$ cat src/rtl/nmi_srst_pkg.sv
package nmi_srst_pkg;
  localparam int ST_SR  = 0;
  localparam int ST_ERL = 1;
  localparam int ST_BEV = 2;
  localparam int ST_TS  = 3;
  localparam int IREG_NMI_BIT = 6;
  localparam logic [63:0] RESET_VECTOR = 64'hFFFF_FFFF_BFC0_0000;
endpackage

$ cat src/rtl/nmi_srst_sync.sv
module nmi_srst_sync #(
  parameter int W = 2
) (
  input  logic         clk,
  input  logic         rst,
  input  logic [W-1:0] a,
  output logic [W-1:0] rise
);
  logic [W-1:0] s1, s2, s3;

  genvar g;
  generate
    for (g = 0; g < W; g++) begin : g_bit
      always_ff @(posedge clk) begin
        if (rst) begin
          s1[g] <= 1'b0;
          s2[g] <= 1'b0;
          s3[g] <= 1'b0;
        end else begin
          s1[g] <= a[g];
          s2[g] <= s1[g];
          s3[g] <= s2[g];
        end
      end
      assign rise[g] = s2[g] & ~s3[g];

      // a held level yields a single edge indication
      a_r7_single_rise: assert property (@(posedge clk) disable iff (rst)
        rise[g] |=> !rise[g]);
    end
  endgenerate
endmodule

$ cat src/rtl/nmi_pend_latch.sv
module nmi_pend_latch #(
  parameter int IRW = 8,
  parameter int BIT = 6
) (
  input  logic           clk,
  input  logic           rst,
  input  logic           pin_rise,
  input  logic           wr_en,
  input  logic [IRW-1:0] wr_data,
  input  logic           clr,
  output logic           pend
);
  logic set_req;
  logic unused_wr_bits;

  assign set_req        = pin_rise | (wr_en & wr_data[BIT]);
  assign unused_wr_bits = ^wr_data;

  always_ff @(posedge clk) begin
    if (rst)          pend <= 1'b0;
    else if (clr)     pend <= 1'b0;
    else if (set_req) pend <= 1'b1;
  end

  // a write lacking the NMI bit never raises a pending NMI by itself
  a_r8_wr_decode: assert property (@(posedge clk) disable iff (rst)
    (!pend && wr_en && !wr_data[BIT] && !pin_rise) |=> !pend);
endmodule

$ cat src/rtl/nmi_arch_state.sv
module nmi_arch_state
  import nmi_srst_pkg::*;
#(
  parameter int XLEN = 64,
  parameter int STW  = 8,
  parameter logic [XLEN-1:0] VEC = XLEN'(RESET_VECTOR)
) (
  input  logic            clk,
  input  logic            rst,
  input  logic            take_srst,
  input  logic            take_nmi,
  input  logic [XLEN-1:0] next_pc,
  input  logic            st_wr_en,
  input  logic [STW-1:0]  st_wr_data,
  input  logic            ew_set,
  output logic [STW-1:0]  status,
  output logic            cerr_ew,
  output logic [XLEN-1:0] err_pc,
  output logic [XLEN-1:0] pc_target,
  output logic            pc_load,
  output logic            mc_abort
);
  localparam logic [STW-1:0] COLD = STW'((1 << ST_ERL) | (1 << ST_BEV));

  logic enter;
  assign enter = take_srst | take_nmi;

  always_ff @(posedge clk) begin
    if (rst) begin
      status    <= COLD;
      cerr_ew   <= 1'b0;
      err_pc    <= '0;
      pc_target <= '0;
      pc_load   <= 1'b0;
      mc_abort  <= 1'b0;
    end else begin
      pc_load  <= enter;
      mc_abort <= take_srst;
      if (enter) begin
        status[ST_SR]  <= 1'b1;
        status[ST_ERL] <= 1'b1;
        status[ST_BEV] <= 1'b1;
        status[ST_TS]  <= 1'b0;
        cerr_ew        <= 1'b0;
        err_pc         <= next_pc;
        pc_target      <= VEC;
      end else begin
        if (st_wr_en) status  <= st_wr_data;
        if (ew_set)   cerr_ew <= 1'b1;
      end
    end
  end

  // entry bits and vector
  a_r3_entry_bits: assert property (@(posedge clk) disable iff (rst)
    pc_load |-> (status[ST_SR] && status[ST_ERL] && status[ST_BEV] &&
                 !status[ST_TS] && !cerr_ew));
  a_r3_vector: assert property (@(posedge clk) disable iff (rst)
    pc_load |-> (pc_target == VEC));
  a_r3_err_pc: assert property (@(posedge clk) disable iff (rst)
    pc_load |-> (err_pc == $past(next_pc)));
  // abort only accompanies an entry
  a_r6_abort_with_load: assert property (@(posedge clk) disable iff (rst)
    mc_abort |-> pc_load);
endmodule

$ cat src/rtl/nmi_srst_ctrl.sv
module nmi_srst_ctrl
  import nmi_srst_pkg::*;
#(
  parameter int XLEN = 64,
  parameter int STW  = 8,
  parameter int IRW  = 8
) (
  input  logic            clk,
  input  logic            rst,
  input  logic            srst_req_a,
  input  logic            nmi_pin_a,
  input  logic            ireg_wr_en,
  input  logic [IRW-1:0]  ireg_wr_data,
  input  logic            core_running,
  input  logic            insn_boundary,
  input  logic [XLEN-1:0] next_pc,
  input  logic            st_wr_en,
  input  logic [STW-1:0]  st_wr_data,
  input  logic            ew_set,
  output logic [STW-1:0]  status,
  output logic            cerr_ew,
  output logic [XLEN-1:0] err_pc,
  output logic [XLEN-1:0] pc_target,
  output logic            pc_load,
  output logic            mc_abort
);
  logic [1:0] rise;
  logic       srst_take, nmi_take, nmi_pend;

  nmi_srst_sync #(.W(2)) u_sync (
    .clk (clk),
    .rst (rst),
    .a   ({nmi_pin_a, srst_req_a}),
    .rise(rise)
  );

  assign srst_take = rise[0];
  assign nmi_take  = !srst_take && nmi_pend && core_running && insn_boundary;

  nmi_pend_latch #(.IRW(IRW), .BIT(IREG_NMI_BIT)) u_pend (
    .clk     (clk),
    .rst     (rst),
    .pin_rise(rise[1]),
    .wr_en   (ireg_wr_en),
    .wr_data (ireg_wr_data),
    .clr     (srst_take | nmi_take),
    .pend    (nmi_pend)
  );

  nmi_arch_state #(.XLEN(XLEN), .STW(STW)) u_state (
    .clk       (clk),
    .rst       (rst),
    .take_srst (srst_take),
    .take_nmi  (nmi_take),
    .next_pc   (next_pc),
    .st_wr_en  (st_wr_en),
    .st_wr_data(st_wr_data),
    .ew_set    (ew_set),
    .status    (status),
    .cerr_ew   (cerr_ew),
    .err_pc    (err_pc),
    .pc_target (pc_target),
    .pc_load   (pc_load),
    .mc_abort  (mc_abort)
  );

  // an NMI entry only follows a running core at a boundary
  a_r5_boundary_only: assert property (@(posedge clk) disable iff (rst)
    (pc_load && !mc_abort) |-> $past(core_running && insn_boundary));
  // a soft reset drops any pending NMI
  a_r9_srst_drops_nmi: assert property (@(posedge clk) disable iff (rst)
    srst_take |=> !nmi_pend);
endmodule

$ cat config.mk
export PLATFORM = sky130hd
export DESIGN_NAME = nmi_srst_ctrl
export DESIGN_NICKNAME = d
export VERILOG_FILES = /design/src/rtl/nmi_srst_pkg.sv /design/src/rtl/nmi_srst_sync.sv /design/src/rtl/nmi_pend_latch.sv /design/src/rtl/nmi_arch_state.sv /design/src/rtl/nmi_srst_ctrl.sv
export SDC_FILE = /design/constraint.sdc
export NUM_CORES = 1
export LEC_CHECK = 0
export BUFFER_PORTS_ARGS = -buffer_cell sky130_fd_sc_hd__buf_2
export CAP_MARGIN = 25
export CORE_MARGIN = 2
export CORE_UTILIZATION = 42
export CTS_BUF_LIST = sky130_fd_sc_hd__clkbuf_8
export DETAILED_ROUTE_END_ITERATION = 6
export MAX_ROUTING_LAYER = met4
export PLACE_DENSITY_LB_ADDON = 0.3
export SYNTH_ARGS = -nofsm -noshare
export SYNTH_HDL_FRONTEND = slang
export SYNTH_SLANG_ARGS = --single-unit
$ cat constraint.sdc
create_clock -name clk -period 1.6 [get_ports clk]
set_input_delay 0.32 -clock clk [delete_from_list [all_inputs] [get_ports clk]]
set_output_delay 0.32 -clock clk [all_outputs]
set_load 0.1 [all_outputs]
* Word level (Yosys, flattened, before mapping)
Cells that the tools add are included. W data, S select, Z words.
Cells by class: add/subtract/negate cells 0, $mul 0, div/mod/pow operators 0, order comparisons 0, eq/ne operators 0, shift-type cells 0, multiplexer cells 2, bitwise logic cells 8, reductions and logical operators 7
Operator list (number):
- $and A1 B1 Y1 | 3
- $logic_and A1 B1 Y1 | 3
- $not A1 Y1 | 3
- $mux W1 | 2
- $or A1 B1 Y1 | 2
- $reduce_and A2 Y1 | 1
- $reduce_bool A2 Y1 | 1
- $reduce_or A2 Y1 | 1
- $logic_not A1 Y1 | 1
Storage, ports and cells: bits in registers 83, bits in latches 0, memory bits (writable) 0, ROM bits 0, input port bits 89, logic and storage cells 32, memories 0

* Logic depth before layout (Yosys ltp)
word-level depth 9, depth in mapped cells 6, gate-level depth less buffers 3

* Modules after synthesis
From an unflattened synthesis, not the netlist that was laid out.
Unflattened totals: cells, all modules 416, area, all modules 3831.2 um2
Modules (own cells, without submodules):
- nmi_arch_state | times used 1, cells an instance 397, area an instance 3599.7 um2, sequential area each 1521.5 um2
- nmi_srst_sync | times used 1, cells an instance 14, area an instance 170.2 um2, sequential area each 120.1 um2
- nmi_pend_latch | times used 1, cells an instance 3, area an instance 42.5 um2, sequential area each 20.0 um2
- nmi_srst_ctrl | times used 1, cells an instance 2, area an instance 18.8 um2, sequential area each 0.0 um2

* Worst setup path after synthesis
Ideal clock, no wire load.
kind register -> output, from register u_state.pc_target[22] (netlist name), to output pc_target[23], arrival time 2.074 ns, setup slack -0.794 ns, stages on the path, launching flop included 2, buffers on the path 1, path through dfxtp_1 buf_4
RTL lines:
- to (decl) | line nmi_srst_ctrl.sv:23 | output logic [XLEN-1:0] pc_target,
No word-level cell between the ends.

* Final worst setup path
from register u_state.pc_target[22] (netlist name), to output pc_target[28]
No word-level cell between the ends.

==> metrics.yaml <==
detailed_routing:
  avgRoutedWirePerCell_um: 14.19
  route.antenna.remaining_nets: 0
  initialDrtViolationCount: 64
  routed_via_density: 4.725
  via_count: 2490
  totalWireLength_um: 7476
  drt_pass1_iterations: 4
  drc: 0
die:
  dieArea_um2: 8101
  die_x_um: 90.01
  die_h_um: 90.01
  core_um2: 7214
  rows: 31
  io_pins: 228
  initial_core_util: 0.4306
placed_design:
  place_congestion: 0.7247
  pre_cts_slack_ns: 0.1682
  dpl_cell_area_um2: 4441
  port-buffer-count: 197
  dp_hpwl_um: 5577
clocking:
  cts_post_setup_buffers_inserted: 0
  clock_latency_ns: 0.34
  cts_buffer_depth: 2
  path_clk_slew_ns: 0.08
  root_buffer: "clkbuf_8"
  hold_buffers: 0
  cts_tree: "done"
  cts_buffers: 9
  cts_resized: 0
  cts_max_level: 3
  cts_num_sinks: 83
min_path:
  worstHoldStart: "ew_set"
  holdPathEnd: "u_state.cerr_ew"
  hold_path.class: "in -> reg"
  min_path_cells: 2
pwr:
  total_power_w: 0.006254
  power.leakage_nw: 2.304
  power_density_nw_per_um2: 1340
  max-vdd-ir-drop_uv: 673.2
setup_path:
  start_kind: "flop"
  worst_setup_path_end_kind: "output pin"
  cp.arrival_ns: 1.23
  required_ns: 1.28
  r2r_cells: 4
  r2r_start: "u_sync.s3[0]"
  r2r-end: "u_state.err_pc[46]"
  worst-setup-path-type: "reg -> out"
  path_max_fanout: 24
  r2r_slack_ns: 0.28
yosys:
  syn-cell-area_um2: 3107
  avgSynthCellArea_um2: 11.59
  synth_warnings: 0
  synth_cell_types: 25
  ys_seq_area_frac: 0.5348
  netlist_instances: 268
  ys_ff_latch: 83
global_route:
  grt_first_pass_wirelength_um: 11880
  antenna_found_initial: 0
  grt_max_degree: 41
  grt_usage: 0.1852
  gr-total-overflow: 0
  grt_pass1_vias: 2371
sta:
  worst_slew_pin_slew_ns: 0.5131
  post-route-min-period_ns: 1.548
  setup_ws_ns: 0.05240
  fmax_mhz: 646.2
  clock_skew_ns: 0.006281
  hold_viol_final: 0
  max_slew_margin: 0.6603
  tns_ns: 0
  slew_viol_final: 0
  setup_viol: 0
  fin_crit_sh: 0.9673
  rsz0062_at_grt: "no"
cells_and_area:
  multi_input_area_um2: 923.4
  fin_area_um2: 4668
  diodes: 0
  nets: 514
  fillers: 579
  drive_gt1_frac: 0.5234
  seq_area_um2: 1665
  area_growth_pct: 50.26
status:
  status: "completed"
flow_run:
  drv_cap: 0
==> layout make-up <==
type / instances / area share
sequential: 83 / 0.3567
clock buffer: 9 / 0.02653
tap: 99 / 0.02653
clock inverter: 5 / 0.02225
inverter: 3 / 0.002412
timing repair buffer: 204 / 0.3677
multi-input combinational: 124 / 0.1978
==> state kept, by name (all words and copies together) (netlist names) <==
| signal | cells |
|---|---|
| u_state.cerr_ew | 1 |
| u_state.err_pc | 64 |
| u_state.status | 8 |
| u_state.pc_target | 1 |
| u_pend.pend | 1 |
| u_sync.s1 | 2 |
| u_state.mc_abort | 1 |
| u_sync.s3 | 2 |
| u_sync.s2 | 2 |
| u_state.pc_load | 1 |
==> layout by cell type, fill, tap and decap left out <==
master and count:
nor3_4 1, buf_4 2, conb_1 23, buf_12 46, nand4_1 4, clkinv_4 1
and2b_4 1, nor2b_1 7, o21a_1 1, nand2b_2 1, dfxtp_1 82, a31oi_1 2
and3_1 1, clkinv_2 1, a221oi_1 1, a22o_1 64, a21oi_4 1, nand3_2 1
dfxtp_4 1, inv_1 3, nor4_1 1, and2b_1 1, o31ai_1 4, buf_2 156
a21oi_1 4, clkbuf_8 9, mux2i_1 4, bufinv_16 3, nand2_1 2
==> Yosys cell counts (all sizes together) <==
cell	n	share of area
nand3	1	0.0032
nand2	2	0.0024
and2b	2	0.0056
nor3	1	0.0052
a31oi	2	0.0040
a21oi	5	0.0081
mux2i	4	0.013
o21a	1	0.0024
nor4	1	0.0020
nand2b	1	0.0028
buf	79	0.19
nand4	4	0.0081
a221oi	1	0.0028
nor2b	7	0.014
clkbuf	1	0.0012
conb	1	0.0012
inv	3	0.0036
dfxtp	83	0.53
o31ai	4	0.0097
a22o	64	0.18
and3	1	0.0020
==> routing by layer <==
layer	vias to the layer above	track usage	part of all wire
met2	139	0.2989	0.49
met3	8	0.05532	0.082
li1	1186	-	-
met4	0	0.06667	0.011
met5	-	-	0
met1	1157	0.2202	0.42
==> power by group <==
part | internal, W | leakage, nW | switching, W
combinational | 0.000534 | 1.51 | 0.00177
sequential | 0.00217 | 0.678 | 0.0000548
clock | 0.00102 | 0.115 | 0.000701
==> critical path, cell delays in order, from the launching register on <==
cell,delay (ns)
dfxtp_4,0.38
buf_12,0.28
buf_12,0.22
==> metrics by stage <==
stage	hold slack [ns]	instances	util
final	0.1742	527	0.6471
after global routing	0.1539	527	0.6471
after CTS	0.1497	527	0.6471
after detailed placement	0.4204	513	0.6155
after global placement	0.4127	513	0.6155
after floorplan	0.3916	290	-
==> kinds of logic (layout without fill, tap and decap cells) <==
group	count (synthesis)	count (layout)	share of synthesized area
multiplexers	4	4	0.01289
AO/OA/AOI/OAI	77	77	0.2074
other	1	23	0.001207
AND/OR/NAND/NOR	20	20	0.04551
buffers and inverters	83	221	0.1981
flip-flops	83	83	0.5348
==> worst max-delay path by stage <==
stage	depth (start not counted)	endpoint	start
2_1_floorplan	1	pc_target[23]	u_state.pc_target[22]
3_3_place_gp	5	u_state.err_pc[42]	insn_boundary
3_5_place_dp	5	u_state.err_pc[57]	insn_boundary
4_1_cts	2	pc_target[29]	u_state.pc_target[22]
5_1_grt	2	pc_target[28]	u_state.pc_target[22]
6_report	2	pc_target[28]	u_state.pc_target[22]
Note: power is estimated with default switching activity, not from simulation.
